## src/rtl/eeprom_wstat_pkg.sv

```systemverilog
package eeprom_wstat_pkg;

  // Value of the polling bit during programming.
  function automatic logic poll_bit(input logic addr_hit, input logic blocked,
                                    input logic written_msb, input logic arr_msb);
    if (addr_hit && !blocked) return ~written_msb;
    return arr_msb;
  endfunction

  // Value of the toggle bit seen during an access.
  function automatic logic toggle_view(input logic held, input logic advance);
    return held ^ advance;
  endfunction

endpackage

```

## src/rtl/wstat_strobe_edge.sv

```systemverilog
module wstat_strobe_edge (
  input  logic clk,
  input  logic rst_n,
  input  logic cs_n,
  input  logic oe_n,
  output logic rd_act,
  output logic acc_start
);
  logic rd_prev;

  assign rd_act    = ~cs_n & ~oe_n;
  assign acc_start = rd_act & ~rd_prev;

  always_ff @(posedge clk or negedge rst_n) begin
    if (!rst_n) rd_prev <= 1'b0;
    else        rd_prev <= rd_act;
  end

  // a start is never reported on two consecutive cycles
  a_r3_single_start: assert property (@(posedge clk) disable iff (!rst_n)
    acc_start |=> !acc_start);
endmodule

```

## src/rtl/wstat_toggle.sv

```systemverilog
module wstat_toggle
  import eeprom_wstat_pkg::*;
(
  input  logic clk,
  input  logic rst_n,
  input  logic busy,
  input  logic acc_start,
  output logic tog_out
);
  logic tog_q;
  logic advance;

  assign advance = busy & acc_start;
  assign tog_out = toggle_view(tog_q, advance);

  always_ff @(posedge clk or negedge rst_n) begin
    if (!rst_n)       tog_q <= 1'b0;
    else if (advance) tog_q <= ~tog_q;
  end

  // each access start during programming moves the held state
  a_r3_flip_on_access: assert property (@(posedge clk) disable iff (!rst_n)
    advance |=> (tog_q != $past(tog_q)));
  // held state is frozen while idle
  a_r7_hold_when_idle: assert property (@(posedge clk) disable iff (!rst_n)
    !busy |=> $stable(tog_q));
endmodule

```

## src/rtl/wstat_status_mux.sv

```systemverilog
module wstat_status_mux
  import eeprom_wstat_pkg::*;
#(
  parameter int ADDR_W = 15,
  parameter int DATA_W = 8
) (
  input  logic              clk,
  input  logic              rst_n,
  input  logic              rd_act,
  input  logic              busy,
  input  logic              blocked,
  input  logic [ADDR_W-1:0] rd_addr,
  input  logic [ADDR_W-1:0] last_addr,
  input  logic              last_msb,
  input  logic [DATA_W-1:0] array_q,
  input  logic              tog_bit,
  output logic [DATA_W-1:0] bus_q,
  output logic              bus_oe
);
  localparam int POLL_IDX = DATA_W - 1;
  localparam int TOG_IDX  = DATA_W - 2;
  localparam int RSV_W    = DATA_W - 2;

  logic addr_hit;
  assign addr_hit = (rd_addr == last_addr);
  assign bus_oe   = rd_act;

  always_comb begin
    bus_q = '0;
    if (rd_act) begin
      if (!busy) begin
        bus_q = array_q;
      end else begin
        bus_q[POLL_IDX]  = poll_bit(addr_hit, blocked, last_msb, array_q[POLL_IDX]);
        bus_q[TOG_IDX]   = tog_bit;
        bus_q[RSV_W-1:0] = '0;
      end
    end
  end

  // an undriven bus carries zeros
  a_r1_quiet_bus: assert property (@(posedge clk) disable iff (!rst_n)
    !bus_oe |-> (bus_q == '0));
  // polling returns the inverse of the written top bit
  a_r2_poll_invert: assert property (@(posedge clk) disable iff (!rst_n)
    (bus_oe && busy && addr_hit && !blocked) |-> (bus_q[POLL_IDX] != last_msb));
  // reserved bits low during status reads
  a_r5_reserved_low: assert property (@(posedge clk) disable iff (!rst_n)
    (bus_oe && busy) |-> (bus_q[RSV_W-1:0] == '0));
  // idle reads pass the array word
  a_r7_pass_through: assert property (@(posedge clk) disable iff (!rst_n)
    (bus_oe && !busy) |-> (bus_q == array_q));
endmodule

```

## src/rtl/eeprom_wstat.sv

```systemverilog
module eeprom_wstat #(
  parameter int ADDR_W = 15,
  parameter int DATA_W = 8
) (
  input  logic              clk,
  input  logic              rst_n,
  input  logic              cs_n,
  input  logic              oe_n,
  input  logic [ADDR_W-1:0] rd_addr,
  input  logic [DATA_W-1:0] array_q,
  input  logic              prog_busy,
  input  logic              poll_block,
  input  logic [ADDR_W-1:0] last_addr,
  input  logic              last_msb,
  output logic [DATA_W-1:0] bus_q,
  output logic              bus_oe
);
  localparam int TOG_IDX = DATA_W - 2;

  logic rd_act;
  logic acc_start;
  logic tog_bit;

  wstat_strobe_edge u_edge (
    .clk(clk), .rst_n(rst_n), .cs_n(cs_n), .oe_n(oe_n),
    .rd_act(rd_act), .acc_start(acc_start)
  );

  wstat_toggle u_tog (
    .clk(clk), .rst_n(rst_n), .busy(prog_busy),
    .acc_start(acc_start), .tog_out(tog_bit)
  );

  wstat_status_mux #(.ADDR_W(ADDR_W), .DATA_W(DATA_W)) u_mux (
    .clk(clk), .rst_n(rst_n), .rd_act(rd_act), .busy(prog_busy),
    .blocked(poll_block), .rd_addr(rd_addr), .last_addr(last_addr),
    .last_msb(last_msb), .array_q(array_q), .tog_bit(tog_bit),
    .bus_q(bus_q), .bus_oe(bus_oe)
  );

  // toggle bit steady within one busy access
  a_r4_steady_in_access: assert property (@(posedge clk) disable iff (!rst_n)
    ($past(rst_n) && prog_busy && $past(prog_busy) && bus_oe && $past(bus_oe))
      |-> $stable(bus_q[TOG_IDX]));
endmodule

```

## config.mk

```make
export PLATFORM = sky130hd
export DESIGN_NAME = eeprom_wstat
export DESIGN_NICKNAME = d
export VERILOG_FILES = /design/src/rtl/eeprom_wstat_pkg.sv /design/src/rtl/wstat_strobe_edge.sv /design/src/rtl/wstat_toggle.sv /design/src/rtl/wstat_status_mux.sv /design/src/rtl/eeprom_wstat.sv
export SDC_FILE = /design/constraint.sdc
export NUM_CORES = 1
export LEC_CHECK = 0
export CORE_MARGIN = 1
export CORE_UTILIZATION = 19
export CTS_CLUSTER_SIZE = 14
export DETAILED_ROUTE_END_ITERATION = 10
export GPL_ROUTABILITY_DRIVEN = 0
export GPL_TIMING_DRIVEN = 0
export PLACE_DENSITY = 0.71
export REMOVE_ABC_BUFFERS = 1
export SLEW_MARGIN = 0
export SYNTH_ARGS = -nofsm -noshare
export SYNTH_HDL_FRONTEND = slang
export SYNTH_SLANG_ARGS = --single-unit
```

## constraint.sdc

```tcl
create_clock -name clk -period 1.3 [get_ports clk]
set_input_delay 0.26 -clock clk [delete_from_list [all_inputs] [get_ports clk]]
set_output_delay 0.26 -clock clk [all_outputs]
set_load 0.1 [all_outputs]
```

* After elaboration in Yosys (flattened, before gate mapping)
Index checks and enable logic that the tools add are counted.
Widths: inputs -> output; s select.
** Word-level totals
- Bits in registers :: 2
- Output and inout port bits :: 9
- Word-level logic and storage cells :: 21
** Cells by class
- Eq/ne operators :: 1
- Muxes and demuxes :: 7
- Bitwise logic cells :: 9
- Reductions and logical operators :: 2
** Operators by type and width (number)
- $mux 8 :: 2
- $eq 15x15->1 :: 1
- $mux 1 :: 5
- $not 1->1 :: 5
- $and 1x1->1 :: 3
- $logic_and 1x1->1 :: 1
- $logic_not 1->1 :: 1
- $xor 1x1->1 :: 1

* Longest topological paths before layout
Gate-level depths: netlist (run 1).
- Depth in word-level cells :: 8
- Mapped depth :: 4
- Mapped depth without buffers :: 4

* Modules after synthesis
A second synthesis (run 1) with hierarchy kept.
** Second synthesis, totals
- Cell total of the unflattened synthesis :: 42
- Area, all modules :: 349.1 µm²
** Modules (own cells, without submodules)
- wstat_status_mux :: times used 1, cells each 35, area each 261.5 µm²
- wstat_toggle :: times used 1, cells each 4, area each 48.8 µm²
- wstat_strobe_edge :: times used 1, cells each 3, area each 38.8 µm²

* Least setup slack after synthesis (run 1)
Ideal clock, no wire load.
- Path type :: input -> output
- Start :: input oe_n
- End :: output bus_q[7]
- Data arrival time :: 3213 ps
- Slack :: -2173 ps
- Cell stages on the path :: 3
- Path buffers :: 0
- Path through :: nor2_1 -> nand2_1 -> mux2i_1
** Between the ends
- Cells in the longest elaborated chain, start to end :: 3
** RTL lines
- start: declaration :: line eeprom_wstat.sv:8 : input logic oe_n,
- $not 1->1 :: line wstat_strobe_edge.sv:11 : assign rd_act = ~cs_n & ~oe_n;
- $and 1x1->1 :: line wstat_strobe_edge.sv:11
- $mux 8 :: line wstat_status_mux.sv:30 : if (rd_act) begin
- end: declaration :: line eeprom_wstat.sv:15 : output logic [DATA_W-1:0] bus_q,
No other way between the ends.

* Final worst setup path (run 1)
- Start :: register u_edge.rd_prev
- End :: output bus_q[6]
** Between the ends
- Cells in the longest elaborated chain, start to end :: 6
** RTL lines
- start: declaration :: line wstat_strobe_edge.sv:9 : logic rd_prev;
- start signal: assignment :: line wstat_strobe_edge.sv:16 : else rd_prev <= rd_act;
- $not 1->1 :: line wstat_strobe_edge.sv:12 : assign acc_start = rd_act & ~rd_prev;
- $and 1x1->1 :: line wstat_strobe_edge.sv:12
- $and 1x1->1 :: line wstat_toggle.sv:13 : assign advance = busy & acc_start;
- $xor 1x1->1 :: line eeprom_wstat_pkg.sv:12 : return held ^ advance;
- $mux 8 :: line wstat_status_mux.sv:31 : if (!busy) begin
- $mux 8 :: line wstat_status_mux.sv:30
No other way between the ends.

==> reports/qor.csv, run 1 <==
metric,value,unit
routed_vias_inst,4.52,
synth_top_cell_area_share,40.5,%
sw_share,36.7,%
power.clock.fraction,24.9,%
clockBufferDepth,2,
synth_cell_type_count,13,
floorplan.die_area,1870,um2
maxSlewViolCount,0,
xor_and_xnor_area_share_after_synthesis,43.2,%
crit_fanout,2,
tritoncts,built,
synth.mux.area_fraction,6.18,%
post-layout-total-power,0.572,mW
design.final.nets,143,
grt_first_pass_wirelength,2.12,mm
crit_chain,nor4b_4 -> xor2_1 -> mux2i_1 -> nor3_1 -> buf_6,
synthToLayoutAreaGrowth,213,%
grt_max_degree,7,
layout_commonest_cell,sky130_fd_sc_hd__dlygate4sd2_1,
drt.antenna.violating_nets,0,
slew-limit-headroom,81.7,%
cellInternalPower,0.362,mW
run_status,finished with violations,
synth_compound_gate_area_share,0,%
numPlacedInstances,107,
max_stage_delay,0.39,ns
crit_path_end_kind,primary output,
hpwl_after_detailed_placement,1.03,mm
design_area,1010,um2
fin_tns_setup,-1.21,ns
worstMarginPinSlew,0.272,ns
initial_standard_cell_utilization_of_the_core,21.0,%
detailedRoute.firstPassIterationCount,1,
timing_hold_violations_final,0,
timing.final.crit_share,149,%
post_layout_nonfiller_instances,112,
power_per_unit_of_standard_cell_area,564,nW/um2
chipHeight,43.3,um
worstSkewPairLatency,0.23,ns
first_global_vias,534,
grt_antenna_before_repair,0,
synth_largest_area_cell,sky130_fd_sc_hd__xnor2_1,
design.core.area,1540,um2
track_usage,15.7,%
chipWidth,43.3,um
clock-root-buffer,sky130_fd_sc_hd__clkbuf_4,
antenna_cells,0,
post_synth_and_or_nand_nor_area_fraction,35.1,%
power_frac_comb,59.7,%
violations,negative setup slack,
ys_seq_elements,2,
critPathRequiredTime,1.04,ns
share_seq_of_total_power,15.3,%
synth.cell_area,324,um2
timing.final.setup_violations,3,
port_buffers,53,
timing.critical_path.arrival,1.67,ns
cts_buffers,3,
net-switching-power,0.210,mW
grt-ovfl-total,0,
drive_above_1_share,28.1,%
mostFrequentLayoutCells,"sky130_fd_sc_hd__dlygate4sd2_1 (20), sky130_fd_sc_hd__xnor2_1 (14), sky130_fd_sc_hd__clkdlybuf4s15_1 (10)",
number_of_remaining_drc_errors,0,
cpMaxStageDelayCell,sky130_fd_sc_hd__dfrtp_1,
dr.first_iter.drc_count,0,
timing.fmax,0.518,GHz
maxCapViolCount,0,
clk_pin_slew_worst_paths,0.03,ns
final.min_clock_period,1.93,ns
arithmetic_cell_share_of_the_synthesized_area_counting_full_adders_half_adders_and_majority_gates,0,%
rsz_0062_raised_after_global_routing,true,
timing.setup.critical_path_class,reg -> out,
worstHoldPathType,in -> async,
worst_vdd_ir,0.454,mV
fin_skew,0.00224,ns
fin_ws,-0.632,ns
clkSinkCount,2,
cts_htree_levels,1,
top_cells_by_area_in_the_synthesized_netlist,"sky130_fd_sc_hd__xnor2_1 (41%), sky130_fd_sc_hd__dfrtp_1 (15%), sky130_fd_sc_hd__and2_1 (12%), sky130_fd_sc_hd__nand4_1 (7.7%), sky130_fd_sc_hd__mux2i_1 (6.2%)",
main_combinational_cell_family_by_area_after_synthesis,XOR/XNOR gates,
place_ws,-1.83,ns
static-leakage-power,0.448,nW
post_syn_area_per_cell,8.53,um2
io_pins,54,
via_count,506,
total_cell_area_at_the_placement_stage,875,um2
synthCells,38,
n_fill_cell,149,
routed_wire_length,1.35,mm
yosys_warnings,0,
sequential_to_total_area_share_from_yosys_stat,15.4,%
routed_wire_length_per_instance,12.1,um
core.rowCount,14,
cp-start-kind,flip-flop,
-- registers in the layout, summed over array words and instances, names as in the netlist --
register / flops
u_edge.rd_prev: 1
u_tog.tog_q: 1
-- stage by stage --
stage          hold slack, ns  util [%]
2_1_floorplan         -0.0356         -
3_3_place_gp            0.434      56.7
3_5_place_dp            0.442      56.7
4_1_cts                 0.196      63.6
5_1_grt                 0.196      65.8
6_report                0.201      65.8
-- final cells by class --
cell class,count,area [um2],share of cell area [%]
sequential,2,50.0,4.93
tap,16,20.0,1.97
timing repair buffer,55,599,59.1
clock buffer,3,22.5,2.22
multi-input combinational,36,323,31.8
-- final timing paths --
| kind | cells past startpoint | startpoint | slack, ns | end |
|---|---|---|---|---|
| worst min register to register | 1 | u_tog.tog_q$_DFFE_PN0P_ | 0.46 | u_tog.tog_q$_DFFE_PN0P_ |
| max in group asynchronous | 1 | rst_n | 0.97 | u_edge.rd_prev$_DFF_PN0_ |
| min in group clk | 2 | cs_n | 0.23 | u_edge.rd_prev$_DFF_PN0_ |
| worst max register to register | 2 | u_edge.rd_prev$_DFF_PN0_ | 0.33 | u_tog.tog_q$_DFFE_PN0P_ |
| worst max-delay path | 5 | u_edge.rd_prev$_DFF_PN0_ | -0.63 | bus_q[6] |
| worst min-delay path | 1 | rst_n | 0.20 | u_tog.tog_q$_DFFE_PN0P_ |
-- power by group through the flow --
stage	registers, mW	clock network [mW]	logic (mW)
floorplan	0.0873	0	0.158
global placement	0.0876	0	0.330
detailed placement	0.0880	0	0.333
CTS	0.0877	0.148	0.336
global route	0.0886	0.157	0.362
finish	0.0876	0.143	0.342
-- per-layer routing --
layer	GRT usage [%]	up-vias	routed length [um]
li1	-	247	-
met5	0	-	0
met4	11.5	0	57
met2	29.3	32	740
met1	12.0	222	373
met3	7.66	5	180
-- Yosys cell counts --
master                    count
sky130_fd_sc_hd__xnor2_1     15
sky130_fd_sc_hd__and2_1       6
sky130_fd_sc_hd__nand4_1      4
sky130_fd_sc_hd__dfrtp_1      2
sky130_fd_sc_hd__mux2i_1      2
sky130_fd_sc_hd__nor3_1       2
sky130_fd_sc_hd__nand2_1      1
sky130_fd_sc_hd__nor2_1       1
sky130_fd_sc_hd__nor2b_1      1
sky130_fd_sc_hd__nor4_1       1
sky130_fd_sc_hd__nor4b_2      1
sky130_fd_sc_hd__or3_1        1
sky130_fd_sc_hd__xor2_1       1
-- timing repair --
| item | 4_1_cts | 5_1_grt |
|---|---|---|
| setup endpoints to repair | 9 | 8 |
| gates resized for setup | 138 | 12 |
| buffers inserted | 1 | 1 |
| pin swaps | 21 | 13 |
| hold buffers | 0 | 0 |
-- cells by family (layout without fill, tap and decap cells) --
logic type	count (synthesis)	count (layout)
simple gates	18	18
xor+xnor	16	16
mux	2	2
flops	2	2
buf+inv	0	58
-- critical path, delay by kind of cell (launching register included) --
family | cells | cell delay, ns
buffers and inverters | 1 | 0.26
XOR/XNOR | 1 | 0.21
AND/OR/NAND/NOR | 2 | 0.48
flip-flops | 1 | 0.39
multiplexers | 1 | 0.10
Note: power is estimated with default switching activity, not from simulation.
==> run 2: changes to the inputs <==
Settings changed: TNS_END_PERCENT set to 20.
==> run 2 against run 1 <==
The flow still finishes with violations (negative setup slack). Sequential power barely moved. First-iteration DRC count rose by 1. Clock skew barely moved. Combinational power fell by 9.4%. Die area did not move. Clock power fell by 3%. Fmax rose by 4.1%. Largest power group unchanged. Highest routed layer is now met3.
==> reports/qor.csv, run 2 (synthesized netlist as in run 1, its figures left out) <==
metric,value,unit
number_of_remaining_drc_errors,0,
design_area,885,um2
timing.final.setup_violations,8,
reg2reg_setup_slack,0.40,ns
clkSinkCount,2,
total_cell_area_at_the_placement_stage,875,um2
post-cts-setup-buffers,0,
timing.final.crit_share,143,%
layout_commonest_cell,sky130_fd_sc_hd__dlygate4sd2_1,
final_core_utilization,57.4,%
drive_above_1_share,22.3,%
grt_first_pass_wirelength,1.96,mm
hpwl_after_detailed_placement,1.03,mm
worstMarginPinSlew,0.287,ns
r2r-end,u_tog.tog_q$_DFFE_PN0P_,
dr.first_iter.drc_count,1,
io_pins,54,
cp-start-kind,input port,
timing.setup.critical_path_class,in -> out,
design.core.area,1540,um2
n_fill_cell,166,
run_status,finished with violations,
max_stage_delay,0.32,ns
via_count,476,
grt-ovfl-total,0,
port_buffers,53,
cts_htree_levels,1,
rr_startpoint,u_edge.rd_prev$_DFF_PN0_,
reg_top3,"u_edge.rd_prev (1), u_tog.tog_q (1)",
track_usage,14.2,%
cts_buffers,3,
clock-root-buffer,sky130_fd_sc_hd__clkbuf_4,
routed_vias_inst,4.33,
initial_standard_cell_utilization_of_the_core,21.0,%
synthToLayoutAreaGrowth,173,%
maxSlewViolCount,0,
grt_antenna_before_repair,0,
violations,negative setup slack,
ctsHoldBuffers,0,
power_per_unit_of_standard_cell_area,606,nW/um2
post_layout_nonfiller_instances,110,
grt_max_degree,7,
post-layout-total-power,0.536,mW
drt.antenna.violating_nets,0,
antenna_cells,0,
clockBufferDepth,2,
reg2reg_depth,2,
slew-limit-headroom,80.8,%
static-leakage-power,0.390,nW
floorplan.die_area,1870,um2
fin_skew,0.00207,ns
timing_hold_violations_final,0,
final.min_clock_period,1.86,ns
chipWidth,43.3,um
cpMaxStageDelayCell,sky130_fd_sc_hd__nor4_2,
routed_wire_length_per_instance,10.9,um
crit_path_end_kind,primary output,
worstHoldPathType,in -> async,
first_global_vias,499,
chipHeight,43.3,um
crit_fanout,1,
worst_vdd_ir,0.442,mV
timing.critical_path.arrival,1.60,ns
core.rowCount,14,
tritoncts,built,
numPlacedInstances,107,
maxCapViolCount,0,
worstSkewPairLatency,0.23,ns
routed_wire_length,1.20,mm
mostFrequentLayoutCells,"sky130_fd_sc_hd__dlygate4sd2_1 (15), sky130_fd_sc_hd__xnor2_1 (14), sky130_fd_sc_hd__clkdlybuf4s15_1 (14)",
clk_pin_slew_worst_paths,0.03,ns
timing.fmax,0.539,GHz
place_ws,-1.83,ns
final.hold.worst_slack,0.201,ns
fin_ws,-0.556,ns
rsz_0062_raised_after_global_routing,true,
design.final.nets,141,
detailedRoute.firstPassIterationCount,2,
fin_tns_setup,-1.81,ns
crit_chain,dlygate4sd2_1 -> xnor2_1 -> nand4_1 -> nor4_2 -> mux2i_1 -> buf_6,
critPathRequiredTime,1.04,ns
## run 2: worst max-delay path: cells and delay by family
family,cells,cell delay [ns]
simple gates,2,0.45
mux,1,0.26
xor+xnor,1,0.14
buf+inv,2,0.49
## run 2: worst max path at each step
stage / startpoint / to / cells past startpoint
2_1_floorplan: oe_n / bus_q[7] / 3
3_3_place_gp: prog_busy / bus_q[7] / 6
3_5_place_dp: prog_busy / bus_q[7] / 6
4_1_cts: u_edge.rd_prev$_DFF_PN0_ / bus_q[6] / 5
5_1_grt: last_addr[10] / bus_q[7] / 6
6_report: last_addr[10] / bus_q[7] / 6
## run 2: what timing repair did
action | in CTS | in global routing
setup endpoints to repair | 9 | 9
resized for setup | 98 | 22
pin swaps | 19 | 12
## run 2: layer usage
metal,up-vias,GRT usage (%),share of wire (%)
li1,244,-,-
met1,205,13.5,32
met2,27,24.2,54
met3,0,6.81,14
met4,0,9.09,0
met5,-,0,0
## run 2: area by class of cell
| class | instances | area [um2] | area share (%) |
|---|---|---|---|
| well taps | 16 | 20.0 | 2.26 |
| clock buffers | 3 | 22.5 | 2.55 |
| repair buffers | 53 | 485 | 54.9 |
| multi-input cells | 36 | 307 | 34.7 |
| flip-flops and latches | 2 | 50.0 | 5.66 |
## run 2: report_power, final
part | switching [mW] | total [mW] | internal [mW] | leakage (nW)
Clock | 0.0367 | 0.139 | 0.102 | 0.0138
Sequential | 0.00712 | 0.0874 | 0.0803 | 0.0246
Combinational | 0.156 | 0.310 | 0.155 | 0.351
